### config.mk
export PLATFORM = sky130hd
export DESIGN_NAME = mbox_dual_ctrl
export DESIGN_NICKNAME = d
export VERILOG_FILES = /design/src/rtl/mbox_dual_ctrl.sv
export SDC_FILE = /design/constraint.sdc
export NUM_CORES = 1
export LEC_CHECK = 0
export BUFFER_PORTS_ARGS = -buffer_cell sky130_fd_sc_hd__clkbuf_2
export CAP_MARGIN = 20
export CORE_MARGIN = 3
export CORE_UTILIZATION = 40
export CTS_BUF_LIST = sky130_fd_sc_hd__clkbuf_4 sky130_fd_sc_hd__clkbuf_8
export DETAILED_ROUTE_END_ITERATION = 8
export MAX_ROUTING_LAYER = met4
export PLACE_DENSITY = 0.66
export SYNTH_ARGS = -nofsm -noshare
export SYNTH_HDL_FRONTEND = slang
export SYNTH_SLANG_ARGS = --single-unit
### constraint.sdc
create_clock -name clk -period 5.7 [get_ports clk]
set_clock_uncertainty 0.15 [all_clocks]
set_input_delay 0.57 -clock clk [delete_from_list [all_inputs] [get_ports clk]]
set_output_delay 0.57 -clock clk [all_outputs]
set_load 0.01 [all_outputs]
### src/rtl/mbox_dual_ctrl.sv
module mbox_dual_ctrl #(
  parameter int unsigned NCH       = 16,
  parameter int unsigned AW        = 10,
  parameter logic [3:0]  VER_MAJOR = 4'd1,
  parameter logic [3:0]  VER_MINOR = 4'd0
)(
  input  logic          clk,
  input  logic          rst_n,
  input  logic          p0_sel,
  input  logic          p0_enable,
  input  logic          p0_write,
  input  logic [AW-1:0] p0_addr,
  input  logic [31:0]   p0_wdata,
  output logic [31:0]   p0_rdata,
  input  logic          p1_sel,
  input  logic          p1_enable,
  input  logic          p1_write,
  input  logic [AW-1:0] p1_addr,
  input  logic [31:0]   p1_wdata,
  output logic [31:0]   p1_rdata,
  output logic          p0_rx_irq,
  output logic          p0_tx_irq,
  output logic          p1_rx_irq,
  output logic          p1_tx_irq
);
  localparam logic [AW-1:0] CFG_ADDR = AW'(12'h3F0);
  localparam logic [AW-1:0] VER_ADDR = AW'(12'h3F4);

  logic [1:0]     acc;
  logic [AW-1:0]  addr  [2];
  logic [31:0]    wdata [2];
  logic [31:0]    rdata [2];
  logic [1:0]     rxen, txen, rx_irq, tx_irq;
  logic [1:0]     wr_ctrl, wr_mask, wr_cmd;
  logic [31:0]    mask  [2];
  logic [NCH-1:0] occ [2], set_own [2], clr_peer [2];

  assign acc      = {p1_sel & p1_enable & p1_write, p0_sel & p0_enable & p0_write};
  assign addr[0]  = p0_addr;
  assign addr[1]  = p1_addr;
  assign wdata[0] = p0_wdata;
  assign wdata[1] = p1_wdata;
  assign p0_rdata = rdata[0];
  assign p1_rdata = rdata[1];
  assign p0_rx_irq = rx_irq[0];
  assign p0_tx_irq = tx_irq[0];
  assign p1_rx_irq = rx_irq[1];
  assign p1_tx_irq = tx_irq[1];

  function automatic logic [31:0] rd_word(input logic [AW-1:0] a);
    logic b;
    b = a[4];
    rd_word = '0;
    if (a[AW-1:5] == '0) begin
      case (a[3:2])
        2'd0: rd_word = {15'b0, txen[b], 15'b0, rxen[b]};
        2'd1: rd_word = mask[b];
        2'd3: rd_word[NCH-1:0] = occ[b];
        default: rd_word = '0;
      endcase
    end else if (a == CFG_ADDR) rd_word = 32'(NCH);
    else if (a == VER_ADDR) rd_word = {24'b0, VER_MAJOR, VER_MINOR};
  endfunction

  always_comb begin
    for (int p = 0; p < 2; p++) begin
      logic own;
      own = acc[p] && addr[p][AW-1:5] == '0 && addr[p][4] == p[0];
      wr_ctrl[p]  = own && addr[p][3:2] == 2'd0;
      wr_mask[p]  = own && addr[p][3:2] == 2'd1;
      wr_cmd[p]   = own && addr[p][3:2] == 2'd2;
      set_own[p]  = wr_cmd[p] ? wdata[p][16 +: NCH] : '0;
      clr_peer[p] = wr_cmd[p] ? wdata[p][NCH-1:0] : '0;
      rdata[p]    = rd_word(addr[p]);
      rx_irq[p]   = rxen[p] & |(occ[1-p] & ~mask[p][NCH-1:0]);
      tx_irq[p]   = txen[p] & |(~occ[p] & ~mask[p][16 +: NCH]);
    end
  end

  always_ff @(posedge clk or negedge rst_n) begin
    if (!rst_n) begin
      rxen <= '0;
      txen <= '0;
      for (int p = 0; p < 2; p++) begin
        mask[p] <= '1;
        occ[p]  <= '0;
      end
    end else begin
      for (int p = 0; p < 2; p++) begin
        if (wr_ctrl[p]) begin
          rxen[p] <= wdata[p][0];
          txen[p] <= wdata[p][16];
        end
        if (wr_mask[p]) mask[p] <= wdata[p];
        occ[p] <= (occ[p] & ~clr_peer[1-p]) | set_own[p];
      end
    end
  end

  for (genvar p = 0; p < 2; p++) begin : g_chk
    localparam int Q = 1 - p;

    a_r5_set_lands: assert property (@(posedge clk) disable iff (!rst_n)
      (set_own[p] != '0) |=> ((occ[p] & $past(set_own[p])) == $past(set_own[p])));

    a_r6_clear_lands: assert property (@(posedge clk) disable iff (!rst_n)
      ((clr_peer[Q] & ~set_own[p]) != '0) |=> ((occ[p] & $past(clr_peer[Q] & ~set_own[p])) == '0));

    a_r6_cmd_reads_zero: assert property (@(posedge clk) disable iff (!rst_n)
      (addr[p][AW-1:5] == '0 && addr[p][3:2] == 2'd2) |-> (rdata[p] == '0));

    a_r2_foreign_write_ignored: assert property (@(posedge clk) disable iff (!rst_n)
      (acc[Q] && addr[Q][AW-1:5] == '0 && addr[Q][4] == p[0] && !acc[p])
      |=> ($stable(mask[p]) && $stable(rxen[p]) && $stable(txen[p]) && $stable(occ[p])));

    a_r8_rx_needs_peer_flag: assert property (@(posedge clk) disable iff (!rst_n)
      rx_irq[p] |-> (rxen[p] && occ[Q] != '0));

    a_r9_tx_needs_free_flag: assert property (@(posedge clk) disable iff (!rst_n)
      tx_irq[p] |-> (txen[p] && occ[p] != '1));
  end
endmodule

* After elaboration in Yosys (flattened, before gate mapping)
Index checks and enable logic that the tools add are counted.
** Storage, ports and cells
- Register bits :: 100
- Input bits :: 92
- Output and inout bits :: 68
- Logic and storage cells :: 101
** Operators by class
- Magnitude comparators :: 4
- Equal/unequal tests :: 10
- Muxes and demuxes :: 34
- Bitwise logic cells :: 27
- Reduce and logical (&&, ||, !) cells :: 18
** Operators with widths (count)
- $mux W32 :: 8
- $mux W16 :: 10
- $not A16 Y16 :: 8
- $and A16 B16 Y16 :: 6
- $pmux W16 S3 :: 2
- $pmux W16 S2 :: 2
- $reduce_or A16 Y1 :: 4
- $eq A10 B10 Y1 const B :: 4
- $or A16 B16 Y16 :: 2
- $mux W5 :: 4
- $logic_and A1 B1 Y1 :: 10
- $logic_not A5 Y1 :: 2
- $and A1 B1 Y1 :: 8
- $eq A2 B2 Y1 const B :: 4
- $mux W1 :: 8
- $eq A2 B1 Y1 const B :: 2
- $ge A2 B2 Y1 const B :: 2
- $logic_not A2 Y1 :: 2
- $lt A1 B2 Y1 const B :: 2
- $not A1 Y2 :: 2
- $not A1 Y1 :: 1

* Depth between registers and ports, before layout
Gate-level depths: netlist of run 1.
- Depth after elaboration :: 9
- Mapped depth :: 7
- Depth with buffers taken out :: 4

* Worst setup path before layout of run 1
Ideal clock, no wire load.
- Kind :: input -> output
- From :: input p1_addr[4]
- To :: output p1_rdata[22]
- Arrival :: 2.088 ns
- Required time :: 4.980 ns
- Setup slack :: 2.892 ns
- Stages :: 6
- Buffers on the path :: 4
- Path through :: buf_2 buf_2 buf_2 buf_1 mux2i_1 nor2_1
** On the way
- Longest elaborated chain between the ends :: 6
** Ends and longest elaborated chain
- start: declaration :: line 18 : input logic [AW-1:0] p1_addr,
- $not A1 Y2 (implied by the code) :: line 57 : 2'd1: rd_word = mask[b];
- $mux W32 (implied by the code) (3 in series) :: line 57
- $pmux W16 S2 :: line 55 : case (a[3:2])
- $mux W32 :: line 54 : if (a[AW-1:5] == '0) begin
- end: declaration :: line 20 : output logic [31:0] p1_rdata,
No other way between the ends. The select of a mux whose other input is x is not followed.

* Worst setup path after layout of run 1
- From :: input p1_addr[3]
- To :: output p1_rdata[22]
** On the way
- Longest elaborated chain between the ends :: 3
- Elaborated cells on any way between the ends :: 4
- Classes of those cells :: eq/ne: 1; mux: 2; reduce/logical: 1
** Ends and longest elaborated chain (line)
- $eq A2 B1 Y1 / $logic_not A2 Y1 (equally long branches) :: 55
- $pmux W16 S2 (*) :: 55
- $mux W32 (*) :: 54
Mark *: on every way between the ends. The rest lies on a longest branch, timed or not.

==> impl_results.md, run 1 <==
- H-tree levels: 3
- CORE AREA: 14700 um^2
- Worst-Skew Late Latency: 0.36 ns
- Min Clock Period, post-route: 3.25 ns
- Clk slew on worst S/H paths: 0.10 ns
- Area growth, synth to finish: 17.9%
- Internal power: 0.000996 W
- Post-CTS Hold Buffers: 0
- CTS tree: built
- Pwr dens: 187 nW/um^2
- Antenna viol nets, final: 0
- Port Buffers: 159
- Clock tree buffer depth: 2
- Wire per inst: 23.4 um
- Post-synthesis instance area: 6080 um^2
- FF-to-FF Start: txen[0]
- Initial core utilization: 41.4%
- Mapped Cells: 543
- Post-synthesis sequential area ratio: 42.4%
- Async SR Flop Fraction: 100%
- Clock Power Share: 34.3%
- Die height: 129 um
- Synthesis-stage register bit count: 100
- Fin cells: 871
- Setup crit start kind: primary input
- Pre-CTS setup slack: 2.16 ns
- Final setup fails: 0
- Die area: 16700 um^2
- Vias per cell: 6.02
- WP data arrival: 2.53 ns
- Final Hold Vio Count: 0
- Dpl hpwl: 15100 um
- Unique masters post-synth: 39
- Setup TNS: 0 ns
- Comb power frac: 10.4%
- Post-CTS Setup Inserts: 0
- Synth warn: 0
- Most common cell after layout, fill and taps aside: clkbuf_2
- Nets: 774
- Num CTS Buffers: 9
- Post-CTS sizing: 0
- Highest Clock Rate: 0.308 GHz
- Total grt overflow: 0
- First-pass GRT wire length: 31100 um
- Required @ worst endpoint: 4.98 ns
- Max-slew violation count: 0
- Peak supply drop: 0.107 mV
- Sink Count: 100
- Measured slew at the worst slew-check pin: 0.896 ns
- Seq pwr share: 55.3%
- Residual DRC: 0
- Initial drt markers: 529
- Max-cap violations: 0
- PnR worst setup slack: 2.45 ns
- Sw Ratio: 25.8%
- RSZ-0062 raised after global routing: no
- I/O pin count: 160
- Number of flops mapped to enable cells by yosys: 0
- Critical path startpoint: p1_addr[3]
- Global placement routability congestion: 0.952
- Root Buffer: clkbuf_8
- Vias: 5243
- Antenna violations before repair: 0
- Top FF cell, synth: dfstp_2
- Most frequent cells in the layout: clkbuf_2, dfstp_2, mux2i_1
- GR Util All Layers: 25.3%
- Wirelength, routed: 20400 um
- Vias in the first global route: 5262
- Ant. Diodes: 0
- Syn Nets: 635
- Post-route clock period utilization: 57.0%
- Static Leak: 3.26 nW
- Hold Crit Class: primary input to async pin
- Worst Setup End Kind: primary output
- Max FO, Critical Path: 18
- DR pass1 iterations: 5
- Largest net degree at the start of global routing: 60
- Placed cell count: 855
- Die width: 129 um
- Rows: 44
- Max_slew headroom: 40.1%
- Layout cells sized above 1: 44.8%
- Status: complete, no violations
- Crit Path Class: primary input to primary output
- Avg Inst Size Synth: 11.2 um^2
- P_sw: 0.000346 W
[layer usage]
layer / global-route usage, % / share of wire [%] / vias to the layer above
met5: - / 0 / -
li1: - / - / 2288
met3: 4.04 / 9.2 / 24
met4: 6.11 / 1.3 / 0
met1: 35.6 / 43 / 2646
met2: 38.5 / 46 / 285
[path summary, 6_finish.rpt]
path | end | slack, ns | cells past startpoint
worst max-delay path | p1_rdata[22] | 2.45 | 5
worst min-delay path | occ[13] | 0.03 | 1
worst max register to register | txen[0] | 4.73 | 1
worst min register to register | rxen[1] | 0.44 | 1
max in group asynchronous | occ[11] | 4.22 | 2
min in group clk | occ[13] | 0.29 | 2
[registers in the layout, summed over array words and instances, names as in the netlist]
name,count
occ,32
mask,64
rxen,2
txen,2
[power groups by stage]
stage / Combinational, W / Clock [W] / Sequential [W]
2_1_floorplan: 0.0000662 / 0 / 0.000747
3_3_place_gp: 0.000137 / 0 / 0.000753
3_5_place_dp: 0.000139 / 0 / 0.000753
4_1_cts: 0.000140 / 0.000462 / 0.000742
5_1_grt: 0.000151 / 0.000493 / 0.000744
6_report: 0.000140 / 0.000460 / 0.000742
[area by class of cell]
type	instances	area, um^2
multi-input cells	377	3210
repair buffers	166	851
clock inverters	5	52.6
inverters	28	105
well taps	184	230
flip-flops and latches	100	2580
fillers	1365	7520
clock buffers	11	139
[cells in the mapped netlist, types with 10 or more instances]
cell | count | area share, %
mux2_2 | 38 | 7.0
o22a_1 | 17 | 2.4
nand2_1 | 36 | 2.2
mux4_2 | 18 | 6.7
clkbuf_1 | 21 | 1.3
inv_1 | 28 | 1.7
a22o_1 | 32 | 4.6
dfstp_2 | 64 | 28
o22ai_1 | 16 | 1.6
buf_2 | 10 | 0.82
mux2_1 | 30 | 5.6
dfrtp_1 | 36 | 15
nor2_1 | 49 | 3.0
nand2b_1 | 10 | 1.0
mux2i_1 | 62 | 10
and3_1 | 15 | 1.5
[cells by family (layout without fill, tap and decap cells)]
logic type,Yosys count,after routing,share of synthesized area (%)
muxes,148,148,29.4
and+or+nand+nor,143,143,11.8
DFF,100,100,42.4
AOI/OAI and AO/OA,86,86,11.3
buffers and inverters,66,210,5.02
[metrics by stage]
step           util (%)  area [um^2]  hold WS, ns  total power (W)
5_1_grt            48.8         7170       0.0502          0.00139
4_1_cts            48.8         7170       0.0446          0.00134
3_3_place_gp       47.5         6980        0.407         0.000890
6_report           48.8         7170       0.0323          0.00134
3_5_place_dp       47.5         6980        0.420         0.000893
2_1_floorplan         -         6080        0.124         0.000813
[critical path, stage by stage]
cell and delay (ns):
clkbuf_2 0.33, nand2b_1 0.51, or3_1 0.74, nor2_1 0.21
clkbuf_2 0.15
No activity file was read; power rests on OpenSTA's default activity.
==> run 2, diff against run 1 <==
--- a/config.mk
+++ b/config.mk
@@ -12,7 +12,7 @@
 export CTS_BUF_LIST = sky130_fd_sc_hd__clkbuf_4 sky130_fd_sc_hd__clkbuf_8
 export DETAILED_ROUTE_END_ITERATION = 8
 export MAX_ROUTING_LAYER = met4
-export PLACE_DENSITY = 0.66
+export PLACE_DENSITY = 0.69
 export SYNTH_ARGS = -nofsm -noshare
 export SYNTH_HDL_FRONTEND = slang
 export SYNTH_SLANG_ARGS = --single-unit
==> constraint.sdc (replaced) <==
create_clock -name clk -period 2.85 [get_ports clk]
set_clock_uncertainty 0.15 [all_clocks]
set_input_delay 0.285 -clock clk [delete_from_list [all_inputs] [get_ports clk]]
set_output_delay 0.285 -clock clk [all_outputs]
set_load 0.01 [all_outputs]
==> impl_results.md, run 2 (synthesized netlist as in run 1, its figures left out) <==
- Most frequent cells in the layout: clkbuf_2, dfstp_2, mux2i_1
- Static Leak: 3.46 nW (+5.8%)
- Placed cell count: 871 (+1.9%)
- Max FFs per register: 64 (unchanged)
- Ant. Diodes: 0 (unchanged)
- Fill count: 1328 (-2.7%)
- Initial core utilization: 41.4% (unchanged)
- Area occupied by multi-input gates: 3210 um^2 (unchanged)
- First-pass GRT wire length: 31000 um (-0.44%)
- Clock tree buffer depth: 2 (unchanged)
- Reg-to-Reg End: txen[0]
- Family with the most delay on the worst path: simple AND/OR/NAND/NOR gates
- Max-cap violations: 0 (unchanged)
- WHS: 0.00171 ns (-0.0306 ns)
- Antenna violations before repair: 0 (unchanged)
- Wire per inst: 22.3 um (-4.4%)
- Rows: 44 (unchanged)
- Biggest regs: mask: 64 flops, occ: 32 flops
- FF-to-FF Start: txen[0]
- Setup crit start kind: primary input
- Wirelength, routed: 20300 um (-0.14%)
- Vias in the first global route: 5376 (+2.2%)
- CTS tree: built
- Die area: 16700 um^2 (unchanged)
- Post-route clock period utilization: 84.9%
- Pwr Total: 0.00282 W (+110%)
- Nets: 813 (+5.0%)
- Global placement routability congestion: 0.898 (-5.6%)
- DR pass1 iterations: 5 (unchanged)
- Worst path depth: 5 (unchanged)
- CORE AREA: 14700 um^2 (unchanged)
- Max FO, Critical Path: 15 (-3)
- R2R setup slack: 1.87 ns (-2.86 ns)
- Pwr dens: 372 nW/um^2 (+99%)
- Register with the most flip-flops: mask
- Num CTS Buffers: 9 (unchanged)
- Antenna viol nets, final: 0 (unchanged)
- Setup TNS: 0 ns (unchanged)
- Total grt overflow: 0 (unchanged)
- Root Buffer: clkbuf_8
- Required @ worst endpoint: 2.41 ns (-2.57 ns)
- Max_slew headroom: 48.2% (+8.1 points)
- Hold Crit Class: primary input to flop
- Most frequent cell on the critical path: clkbuf_2
- Register area: 2580 um^2 (unchanged)
- Slowest-stage cell, CP: or3_1
- WP data arrival: 1.99 ns (-0.54 ns)
- Clk slew on worst S/H paths: 0.09 ns (about the same)
- Max-slew violation count: 0 (unchanged)
- Die width: 129 um (unchanged)
- Dpl hpwl: 15100 um (-0.15%)
- Min Clock Period, post-route: 2.42 ns
- Initial drt markers: 413 (-22%)
- Hold_sp: p0_wdata[3]
- Max incr delay on CP: 0.68 ns (-0.06 ns)
- R2R cell count: 1 (unchanged)
- Measured slew at the worst slew-check pin: 0.778 ns (-0.119 ns)
- Layout cells sized above 1: 44.6% (-0.20 points)
- Worst path bufs/invs: 2 (unchanged)
- Most common cell after layout, fill and taps aside: clkbuf_2
- Peak supply drop: 0.218 mV (+100%)
- Final Hold Vio Count: 0 (unchanged)
- Vias: 5371 (+2.4%)
- Final Instance Area: 7590 um^2 (+5.8%)
- Highest Clock Rate: 0.413 GHz
- Fin cells: 910 (+4.5%)
- Crit Path Class: primary input to primary output
- Placed Area: 7140 um^2 (+2.3%)
- Die height: 129 um (unchanged)
- Crit path to: p1_rdata[30]
- Post-CTS Setup Inserts: 0 (unchanged)
- Worst-Skew Late Latency: 0.38 ns (+0.02 ns)
- Largest net degree at the start of global routing: 63 (+5.0%)
- Area growth, synth to finish: 24.8%
- RSZ-0062 raised after global routing: no
- Post-CTS sizing: 0 (unchanged)
- Port Buffers: 159 (unchanged)
- GR Util All Layers: 25.1% (-0.21 points)
- I/O pin count: 160 (unchanged)
- Critical path startpoint: p1_addr[6]
- Vias per cell: 5.90 (-1.9%)
- Residual DRC: 0 (unchanged)
- Worst Setup End Kind: primary output
- Status: complete, no violations
- Final setup fails: 0 (unchanged)
- H-tree levels: 3 (unchanged)
- Critical path, cell by cell: clkbuf_2 > or4_4 > or3_1 > nor2_1 > clkbuf_2
- Sink Count: 100 (unchanged)
## run 2: cell count changes in the layout (fill, tap and decap cells not counted)
| cell | delta |
|---|---|
| buf_12 | +3 |
| buf_4 | +13 |
| bufinv_16 | +1 |
| clkinvlp_4 | +1 |
| dlygate4sd3_1 | +23 |
| clkinv_2 | -3 |
| inv_6 | +1 |
## run 2: cell type report
class | instances | share of cell area, %
Clock inverter | 5 | 1.10
Timing Repair Buffer | 205 | 16.3
Sequential cell | 100 | 34.0
Clock buffer | 11 | 1.83
Multi-Input combinational cell | 377 | 42.3
Tap cell | 184 | 3.03
Inverter | 28 | 1.38
## run 2: where the power goes
group	switching (W)	internal, W
sequential	0.0000302	0.00145
clock	0.000504	0.000518
combinational	0.000168	0.000148
total	0.000702	0.00212
## run 2: worst min-delay path by stage
stage               endpoint  slack [ns]  depth (start not counted)
floorplan             occ[0]       -0.16                          0
global placement     occ[12]        0.14                          1
detailed placement   occ[12]        0.14                          1
CTS                  occ[27]      0.0009                          2
global route        mask[59]       0.002                          2
finish              mask[35]       0.002                          2
## run 2: through the flow
step	utilization, %	setup slack (ns)
5_1_grt	51.7	0.344
3_3_place_gp	48.6	0.348
2_1_floorplan	-	0.612
6_report	51.7	0.430
3_5_place_dp	48.6	0.315
4_1_cts	51.5	0.409
## run 2: metal layers
layer	GRT usage, %	part of all wire, %
met5	-	0
met4	7.72	1.8
met3	4.49	7.9
met2	38.2	47
met1	34.2	43
## run 2: what timing repair did
action / CTS / global route
endpoints found under the setup margin: 0 / 0
hold buffers: 21 / 2
endpoints found under the hold margin: 41 / 2
==> run 3, diff against run 2 <==
--- a/config.mk
+++ b/config.mk
@@ -12,7 +12,7 @@
 export CTS_BUF_LIST = sky130_fd_sc_hd__clkbuf_4 sky130_fd_sc_hd__clkbuf_8
 export DETAILED_ROUTE_END_ITERATION = 8
 export MAX_ROUTING_LAYER = met4
-export PLACE_DENSITY = 0.69
+export PLACE_DENSITY = 0.66
 export SYNTH_ARGS = -nofsm -noshare
 export SYNTH_HDL_FRONTEND = slang
 export SYNTH_SLANG_ARGS = --single-unit
==> constraint.sdc (replaced) <==
create_clock -name clk -period 2.45 [get_ports clk]
set_clock_uncertainty 0.15 [all_clocks]
set_input_delay 0.245 -clock clk [delete_from_list [all_inputs] [get_ports clk]]
set_output_delay 0.245 -clock clk [all_outputs]
set_load 0.01 [all_outputs]
==> impl_results.md, run 3 (synthesized netlist as in run 1, its figures left out) <==
- Status: complete, no violations
- CORE AREA: 14700 um^2 (unchanged)
- Slowest-stage cell, CP: dfstp_2
- Total grt overflow: 0 (unchanged)
- Rows: 44 (unchanged)
- Antenna violations before repair: 0 (unchanged)
- Post-route clock period utilization: 98.0%
- RSZ-0062 raised after global routing: no
- Worst Setup End Kind: primary output
- Measured slew at the worst slew-check pin: 0.515 ns (-0.262 ns)
- Max incr delay on CP: 0.57 ns (-0.11 ns)
- WP data arrival: 2.01 ns (+0.02 ns)
- Most common cell after layout, fill and taps aside: clkbuf_2
- Max_slew headroom: 65.6% (+17 points)
- Max FO, Critical Path: 4 (-11)
- Die width: 129 um (unchanged)
- Sink Count: 100 (unchanged)
- DR pass1 iterations: 5 (unchanged)
- Most frequent cells in the layout: clkbuf_2, dlygate4sd3_1, dfstp_2
- I/O pin count: 160 (unchanged)
- Static Leak: 3.68 nW (+6.5%)
- Hold_sp: p1_wdata[16]
- Final Instance Area: 8080 um^2 (+6.3%)
- Hold endpoint: occ[0]
- Required @ worst endpoint: 2.06 ns (-0.35 ns)
- Worst-Skew Late Latency: 0.36 ns (-0.02 ns)
- Reg-to-Reg End: occ[23]
- Dpl hpwl: 15200 um (+0.55%)
- Global placement routability congestion: 0.910 (+1.3%)
- Vias in the first global route: 5529 (+2.8%)
- Fill count: 1305 (-1.7%)
- Area growth, synth to finish: 32.7%
- Vias per cell: 5.79 (-2.0%)
- Post-CTS sizing: 0 (unchanged)
- Hold path depth: 2 (unchanged)
- Placed Area: 7200 um^2 (+0.77%)
- Residual DRC: 0 (unchanged)
- Hold Crit Class: primary input to flop
- Layout cells sized above 1: 42.5% (-2.1 points)
- Clock tree buffer depth: 2 (unchanged)
- Final setup fails: 0 (unchanged)
- Placed cell count: 875 (+0.46%)
- Highest Clock Rate: 0.417 GHz
- Worst path bufs/invs: 1 (-1)
- Initial drt markers: 485 (+17%)
- R2R setup slack: 0.93 ns (-0.94 ns)
- Vias: 5554 (+3.4%)
- Setup crit start kind: flop
- Wirelength, routed: 20800 um (+2.4%)
- Final Hold Vio Count: 0 (unchanged)
- Peak supply drop: 0.267 mV (+22%)
- Die area: 16700 um^2 (unchanged)
- R2R cell count: 2 (+1)
- Ant. Diodes: 0 (unchanged)
- Register with the most flip-flops: mask
- Max-slew violation count: 0 (unchanged)
- Biggest regs: mask: 64 flops, occ: 32 flops
- Port Buffers: 159 (unchanged)
- Largest net degree at the start of global routing: 64 (+1.6%)
- Root Buffer: clkbuf_8
- Critical path, cell by cell: o22a_1 > o221ai_1 > nor3_1 > a21boi_0 > clkbuf_2
- Clk slew on worst S/H paths: 0.10 ns (about the same)
- Crit Path Class: flop to primary output
- Nets: 863 (+6.2%)
- Min Clock Period, post-route: 2.40 ns
- H-tree levels: 3 (unchanged)
- GR Util All Layers: 25.7% (+0.60 points)
- Fin cells: 960 (+5.5%)
- Initial core utilization: 41.4% (unchanged)
- CTS tree: built
- Num CTS Buffers: 9 (unchanged)
- Antenna viol nets, final: 0 (unchanged)
- Wire per inst: 21.7 um (-2.9%)
- Max-cap violations: 0 (unchanged)
- Die height: 129 um (unchanged)
- Pwr dens: 400 nW/um^2 (+7.5%)
- FF-to-FF Start: occ[23]
- First-pass GRT wire length: 31800 um (+2.7%)
- Setup TNS: 0 ns (unchanged)
- Family with the most delay on the worst path: flip-flops
- Max FFs per register: 64 (unchanged)
[run 3: worst max-delay path by stage]
stage / start / end / slack (ns) / cells after the start
3_5_place_dp: p1_addr[6] / mask[8] / 0.08 / 6
2_1_floorplan: p1_addr[6] / mask[0] / 0.26 / 6
4_1_cts: mask[28] / p1_tx_irq / 0.04 / 5
5_1_grt: mask[28] / p1_tx_irq / 0.01 / 5
3_3_place_gp: p0_addr[6] / mask[33] / 0.14 / 6
6_report: mask[28] / p1_tx_irq / 0.05 / 5
[run 3: power by group]
group	leakage [nW]	internal (W)	switching [W]
Combinational	2.41	0.000218	0.000207
Sequential	1.16	0.00169	0.0000348
Clock	0.104	0.000485	0.000589
Total	3.68	0.00240	0.000832
[run 3: repair_timing]
action,CTS,global route
endpoints found under the setup margin,0,1
hold buffers,67,0
setup buffers,0,2
endpoints found under the hold margin,106,0
[run 3: layer usage]
layer | part of all wire (%) | vias to the layer above | GRT usage (%)
li1 | - | 2471 | -
met1 | 44 | 2767 | 35.4
met2 | 46 | 280 | 39.2
met3 | 7.9 | 36 | 4.12
met4 | 2.6 | 0 | 7.72
met5 | 0 | - | -
[run 3: layout make-up]
type                       instances  area [um^2]  area share, %
clock buffer                      10          131           1.63
clock inverter                     6         62.6          0.775
inverter                          28          105           1.30
multi-input combinational        377         3210           39.8
sequential                       100         2580           32.0
tap                              184          230           2.85
timing repair buffer             255         1750           21.7
[run 3: per-stage QoR]
step / util [%] / setup slack [ns] / hold WS, ns / total power [W]
floorplan: - / 0.259 / -0.201 / 0.00189
global placement: 49.0 / 0.139 / 0.0877 / 0.00209
detailed placement: 49.0 / 0.0771 / 0.103 / 0.00209
CTS: 54.8 / 0.0362 / 0.0290 / 0.00324
global route: 54.9 / 0.0126 / 0.0269 / 0.00335
finish: 54.9 / 0.0492 / 0.0459 / 0.00323
